### src/rtl/trim_divchain_pkg.sv
package trim_divchain_pkg;

    typedef enum logic [1:0] {
        W_LOAD = 2'd0,
        W_TRIM = 2'd1,
        W_FREE = 2'd2
    } win_state_e;

    localparam int unsigned PRE_DIV   = 32;
    localparam int unsigned FRAC_BASE = 10;
    localparam int unsigned FRAC_LONG = 6;
    localparam int unsigned FRAC_SPAN = 25;
    localparam int unsigned CAL_HEAD  = 2;
    localparam int unsigned SEC_TICKS = 100;

endpackage

### src/rtl/trim_gate_fsm.sv
module trim_gate_fsm
    import trim_divchain_pkg::*;
#(
    parameter int unsigned WIN_CYC = 1015808,
    parameter int unsigned TRIM_W  = 8
) (
    input  logic              clk,
    input  logic              rst_n,
    input  logic              osc_en,
    input  logic [TRIM_W-1:0] trim_val,
    input  logic              trim_dis,
    output logic              pass_en
);
    localparam int unsigned WCW = $clog2(WIN_CYC);
    localparam logic [WCW-1:0] WLAST = WCW'(WIN_CYC - 1);

    win_state_e        state_q, state_d;
    logic [TRIM_W-1:0] rem_q, rem_d;
    logic [WCW-1:0]    wcnt_q;
    logic              sup;

    always_comb begin
        state_d = state_q;
        rem_d   = rem_q;
        sup     = 1'b0;
        unique case (state_q)
            W_LOAD: begin
                if (osc_en) begin
                    if (trim_val != '0) begin
                        sup     = 1'b1;
                        rem_d   = trim_val - TRIM_W'(1);
                        state_d = (trim_val > TRIM_W'(1)) ? W_TRIM : W_FREE;
                    end else begin
                        rem_d   = '0;
                        state_d = W_FREE;
                    end
                end
            end
            W_TRIM: begin
                if (osc_en) begin
                    sup   = 1'b1;
                    rem_d = rem_q - TRIM_W'(1);
                    if (rem_q == TRIM_W'(1)) state_d = W_FREE;
                end
            end
            W_FREE: begin
                if (osc_en && wcnt_q == WLAST) state_d = W_LOAD;
            end
            default: state_d = W_LOAD;
        endcase
    end

    always_ff @(posedge clk or negedge rst_n) begin
        if (!rst_n) begin
            state_q <= W_LOAD;
            rem_q   <= '0;
            wcnt_q  <= '0;
        end else begin
            state_q <= state_d;
            rem_q   <= rem_d;
            if (osc_en) wcnt_q <= (wcnt_q == WLAST) ? '0 : wcnt_q + WCW'(1);
        end
    end

    always_comb begin
        pass_en = osc_en && (!sup || trim_dis);
    end


    window_wrap_chk: assert property (@(posedge clk) disable iff (!rst_n)
        (osc_en && wcnt_q == WLAST) |=> (state_q == W_LOAD));


    load_at_zero_chk: assert property (@(posedge clk) disable iff (!rst_n)
        (state_q == W_LOAD) |-> (wcnt_q == '0));


    free_no_rem_chk: assert property (@(posedge clk) disable iff (!rst_n)
        (state_q == W_FREE) |-> (rem_q == '0));

endmodule

### src/rtl/pre_div.sv
module pre_div #(
    parameter int unsigned DIV = 32
) (
    input  logic clk,
    input  logic rst_n,
    input  logic en_in,
    output logic en_out
);
    localparam int unsigned CW = $clog2(DIV);
    localparam logic [CW-1:0] CLAST = CW'(DIV - 1);

    logic [CW-1:0] cnt_q;

    always_ff @(posedge clk or negedge rst_n) begin
        if (!rst_n)     cnt_q <= '0;
        else if (en_in) cnt_q <= (cnt_q == CLAST) ? '0 : cnt_q + CW'(1);
    end

    assign en_out = en_in && (cnt_q == CLAST);


    pre_wrap_chk: assert property (@(posedge clk) disable iff (!rst_n)
        en_out |=> (cnt_q == '0));

endmodule

### src/rtl/frac_div.sv
module frac_div #(
    parameter int unsigned BASE = 10,
    parameter int unsigned LONG = 6,
    parameter int unsigned SPAN = 25,
    parameter int unsigned HEAD = 2
) (
    input  logic clk,
    input  logic rst_n,
    input  logic en_in,
    output logic tick,
    output logic head
);
    localparam int unsigned AW = $clog2(SPAN);
    localparam int unsigned FW = $clog2(BASE + 1);

    logic [AW-1:0] acc_q;
    logic [FW-1:0] fcnt_q;
    logic          long_per;
    logic [FW-1:0] lim;

    assign long_per = (32'(acc_q) >= SPAN - LONG);
    assign lim      = long_per ? FW'(BASE) : FW'(BASE - 1);
    assign tick     = en_in && (fcnt_q == lim);
    assign head     = (32'(fcnt_q) < HEAD);

    always_ff @(posedge clk or negedge rst_n) begin
        if (!rst_n) begin
            acc_q  <= '0;
            fcnt_q <= '0;
        end else if (en_in) begin
            if (tick) begin
                fcnt_q <= '0;
                acc_q  <= long_per ? AW'(32'(acc_q) + LONG - SPAN)
                                   : AW'(32'(acc_q) + LONG);
            end else begin
                fcnt_q <= fcnt_q + FW'(1);
            end
        end
    end


    frac_restart_chk: assert property (@(posedge clk) disable iff (!rst_n)
        tick |=> (fcnt_q == '0));


    frac_range_chk: assert property (@(posedge clk) disable iff (!rst_n)
        32'(fcnt_q) <= BASE);

endmodule

### src/rtl/sec_div.sv
module sec_div #(
    parameter int unsigned TICKS = 100
) (
    input  logic clk,
    input  logic rst_n,
    input  logic en_in,
    output logic en_out
);
    localparam int unsigned CW = $clog2(TICKS);
    localparam logic [CW-1:0] CLAST = CW'(TICKS - 1);

    logic [CW-1:0] cnt_q;

    always_ff @(posedge clk or negedge rst_n) begin
        if (!rst_n)     cnt_q <= '0;
        else if (en_in) cnt_q <= (cnt_q == CLAST) ? '0 : cnt_q + CW'(1);
    end

    assign en_out = en_in && (cnt_q == CLAST);


    sec_wrap_chk: assert property (@(posedge clk) disable iff (!rst_n)
        en_out |=> (cnt_q == '0));

endmodule

### src/rtl/trim_divchain.sv
module trim_divchain
    import trim_divchain_pkg::*;
#(
    parameter int unsigned WIN_CYC = 1015808,
    parameter int unsigned TRIM_W  = 8
) (
    input  logic              clk,
    input  logic              rst_n,
    input  logic              osc_en,
    input  logic [TRIM_W-1:0] trim_val,
    input  logic              trim_dis,
    input  logic              tune_mode,
    output logic              tick_100hz,
    output logic              tick_1hz,
    output logic              cal_out
);
    logic pass_en, e1024, t100, t1, head;

    trim_gate_fsm #(.WIN_CYC(WIN_CYC), .TRIM_W(TRIM_W)) u_gate (
        .clk(clk), .rst_n(rst_n), .osc_en(osc_en),
        .trim_val(trim_val), .trim_dis(trim_dis), .pass_en(pass_en)
    );

    pre_div #(.DIV(PRE_DIV)) u_pre (
        .clk(clk), .rst_n(rst_n), .en_in(pass_en), .en_out(e1024)
    );

    frac_div #(.BASE(FRAC_BASE), .LONG(FRAC_LONG), .SPAN(FRAC_SPAN),
               .HEAD(CAL_HEAD)) u_frac (
        .clk(clk), .rst_n(rst_n), .en_in(e1024), .tick(t100), .head(head)
    );

    sec_div #(.TICKS(SEC_TICKS)) u_sec (
        .clk(clk), .rst_n(rst_n), .en_in(t100), .en_out(t1)
    );

    always_ff @(posedge clk or negedge rst_n) begin
        if (!rst_n) begin
            tick_100hz <= 1'b0;
            tick_1hz   <= 1'b0;
            cal_out    <= 1'b0;
        end else begin
            tick_100hz <= t100;
            tick_1hz   <= t1;
            cal_out    <= tune_mode && head;
        end
    end


    sec_in_tick_chk: assert property (@(posedge clk) disable iff (!rst_n)
        tick_1hz |-> tick_100hz);


    cal_off_chk: assert property (@(posedge clk) disable iff (!rst_n)
        !tune_mode |=> !cal_out);

endmodule

### config.mk
export PLATFORM = sky130hd
export DESIGN_NAME = trim_divchain
export DESIGN_NICKNAME = d
export VERILOG_FILES = /design/src/rtl/trim_divchain_pkg.sv /design/src/rtl/trim_gate_fsm.sv /design/src/rtl/pre_div.sv /design/src/rtl/frac_div.sv /design/src/rtl/sec_div.sv /design/src/rtl/trim_divchain.sv
export SDC_FILE = /design/constraint.sdc
export NUM_CORES = 1
export LEC_CHECK = 0
export CORE_UTILIZATION = 45
export DETAILED_ROUTE_END_ITERATION = 16
export PLACE_DENSITY = 0.69
export SYNTH_ARGS = -nofsm -noshare
export SYNTH_HDL_FRONTEND = slang
export SYNTH_SLANG_ARGS = --single-unit
### constraint.sdc
create_clock -name clk -period 2.3 [get_ports clk]
set_input_delay 0.46 -clock clk [delete_from_list [all_inputs] [get_ports clk]]
set_output_delay 0.46 -clock clk [all_outputs]
set_load 0.01 [all_outputs]
==> reports/results.ini <==
[sta]
slew_violations = 0
tns_ns = 0
slew_headroom = 0.5566
worst_hold_slack_ns = 0.2593
setup_viol = 0
period_share = 0.9969
finalHoldViolCount = 0
fmax_ghz = 0.4361
rsz0062_at_grt = true
tightest_slew_ns = 0.6651
period_needed_ns = 2.293
fin_skew_ns = 0.01005

[floorplanning]
rows = 29
pin_count = 16
die-height_um = 85.01
die_area_um2 = 7226
core-area_um2 = 6495
initial_core_util = 0.4774
die_w_um = 85.01

[route]
drt_iter0_markers = 94
drtPass1Iterations = 4
wl_per_cell_um = 13.76
drt.antenna.violating_nets = 0
wl_mm = 6.303
viasPerCell = 5.483
vias = 2511
remaining_drc_errors = 0

[run_status]
status = finished clean

[clocking]
clock_sink_count = 54
cts-root-buf = clkbuf_8
cts_max_level = 2
cts_buffer_depth = 2
cts_tree = done
clk_pin_slew_ns = 0.10
cts_inserted_buffers = 5
clock_latency_ns = 0.31

[setup_path]
crit_arrival_ns = 2.49
start_kind = input pin
cp-end-kind = flop
cp_slowest_stage_delay_ns = 0.44
path_cells = clkdlybuf4s50_1 -> inv_1 -> ha_2 -> nor2b_1 -> a311oi_1 -> nand2b_1 -> buf_4 -> nor4b_2 -> mux2_2
worstRegToRegCells = 6
r2r-end = u_sec.cnt_q[1]
crit_type = input pin to flop
cp_max_fo = 8
cp.required_ns = 2.50
cpMaxStageDelayCell = clkdlybuf4s50_1
r2r_setup_slack_ns = 0.007
r2r_start = u_frac.acc_q[1]

[yosys]
ys.flop_type = dfrtp_1
synth_top_area_frac = 0.4358
synth_fp_nets = 357
yosysWarnings = 0
netlist_top_cells_area = dfrtp_1, ha_1, o21ai_0
synth_cell_types = 51
synth.cell_area_um2 = 3100
synth_area_leader_cell = dfrtp_1
synth-edff-count = 0
postSynthAreaPerCell_um2 = 9.395
synthCells = 330
synthArstFlopShare = 1.000
synth_seq_cells = 54
yosysSeqAreaShare = 0.4358

[pwr]
combPwrFrac = 0.297
p_leak_nw = 1.654
p_int_w = 0.001696
ir_drop_uv = 638.8
seq_power_share = 0.507
switchingPower_w = 0.0008924
clockPowerShare = 0.196
p_per_area_nw_per_um2 = 686.1
swShare = 0.3448

[global_route]
grt_pass1_vias = 2400
antenna_found_initial = 0
grt_usage = 0.1854
grt_start_max_net_pins = 55
grt_pass1_wl_mm = 10.82
grt_overflow = 0

[placed_design]
port_buffers = 15
dpl_cell_area_um2 = 3570
globalplace.congestion = 0.8514
hpwlAfterDp_mm = 4.472

[run]
max-cap-violations = 0

[final_layout]
num-fill-cells = 548
nets = 408
areaGrowthSynthToFinish_pct = 21.67
final_layout_size_suffix_gt1_frac = 0.1890
postLayoutCellArea_um2 = 3772
layout_commonest_cell = dfrtp_1
final_cell_mix = dfrtp_1, buf_4, nor2_1
diodes = 0
final_core_util = 0.5808

[worst_hold_path]
hold_path_class = input pin to async pin

metrics by stage:
stage / total power (W) / worst slack [ns] / std cells
detailed placement: 0.002072 / -0.3426 / 449
finish: 0.002588 / 0.007071 / 458
CTS: 0.002593 / 0.003305 / 457
global placement: 0.002053 / -0.2650 / 449
global route: 0.002794 / -0.1264 / 458
floorplan: 0.001817 / 0.02013 / 330
synthesized netlist by cell type (2+ instances only):
library cell  count
dfrtp_1          54
o21ai_0          27
nor2_1           26
nand2_1          23
inv_1            18
nand3_1          18
ha_1             14
xnor2_1          14
a21oi_1          11
nand2b_1         11
nor2b_1           9
nor3_1            9
nor4_1            8
xor2_1            7
and3_1            5
clkbuf_1          5
a31oi_1           4
mux2i_1           4
nand4_1           4
o22ai_1           4
o31ai_1           4
o41ai_1           4
buf_2             3
mux2_2            3
o211ai_1          3
o22a_1            3
o311ai_0          3
or3_1             3
a21o_1            2
mux2_4            2
nand3b_1          2
nor4b_1           2
or2_2             2
or4_1             2
state kept, by name, summed over array words and instances, names as in the netlist:
| register | flops |
|---|---|
| cal_out | 1 |
| tick_1hz | 1 |
| u_pre.cnt_q | 5 |
| u_frac.acc_q | 5 |
| u_frac.fcnt_q | 4 |
| tick_100hz | 1 |
| u_gate.rem_q | 8 |
| u_gate.state_q | 2 |
| u_sec.cnt_q | 7 |
| u_gate.wcnt_q | 20 |
cell type report:
type / instances / area, µm² / share of cell area
Sequential cell: 54 / 1351 / 0.3582
Inverter: 18 / 67.56 / 0.01791
Clock inverter: 1 / 7.507 / 0.001990
Multi-Input combinational cell: 249 / 1739 / 0.4610
Timing Repair Buffer: 53 / 437.9 / 0.1161
Tap cell: 77 / 96.34 / 0.02554
Clock buffer: 6 / 72.57 / 0.01924
logic make-up (layout without fill, tap and decap cells):
kind of cell	count (synthesis)	in the layout	synth area share
muxes	9	9	0.03349
DFF	54	54	0.4358
adders and majority gates	14	14	0.05650
buffers and inverters	27	78	0.03632
xor gates and xnor gates	21	21	0.05932
and+or+nand+nor	129	129	0.2171
AOI/OAI and AO/OA	76	76	0.1614
worst max path at each step:
| stage | startpoint | end | slack, ns | depth (start not counted) |
|---|---|---|---|---|
| after global placement | trim_val[1] | u_sec.cnt_q[5] | -0.26 | 9 |
| after CTS | u_frac.acc_q[1] | u_sec.cnt_q[5] | 0.003 | 7 |
| final | trim_val[1] | u_sec.cnt_q[2] | 0.007 | 9 |
| after floorplan | u_frac.acc_q[1] | u_sec.cnt_q[0] | 0.02 | 7 |
| after detailed placement | trim_val[1] | u_sec.cnt_q[6] | -0.34 | 9 |
| after global routing | trim_val[1] | u_sec.cnt_q[2] | -0.13 | 9 |
worst max-delay path: cells and delay by family:
kind	cells	cell delay [ns]
fa+ha+maj	1	0.19
simple gates	3	0.62
compound gates	1	0.14
buf+inv	3	0.72
mux	1	0.36
repair_timing:
item / CTS / global route
endpoints found under the setup margin: 8 / 14
setup buffers: 1 / 1
resized for setup: 2 / 22
pin swaps: 3 / 6
hold buffers: 0 / 0
power by group through the flow:
stage          clock (W)  combinational, W  sequential [W]
6_report        0.000507          0.000768         0.00131
3_3_place_gp           0          0.000734         0.00132
5_1_grt         0.000566          0.000882         0.00135
3_5_place_dp           0          0.000752         0.00132
2_1_floorplan          0          0.000539         0.00128
4_1_cts         0.000530          0.000757         0.00131
metal layers:
metal  wire length [µm]  GRT usage  up-vias
li1                   -          -     1292
met1               3160     0.2530     1194
met2               2956     0.2940       23
met3                143    0.03794        2
met4                 43    0.06471        0
met5                  0          0        -
No activity file was read; power rests on OpenSTA's default activity.
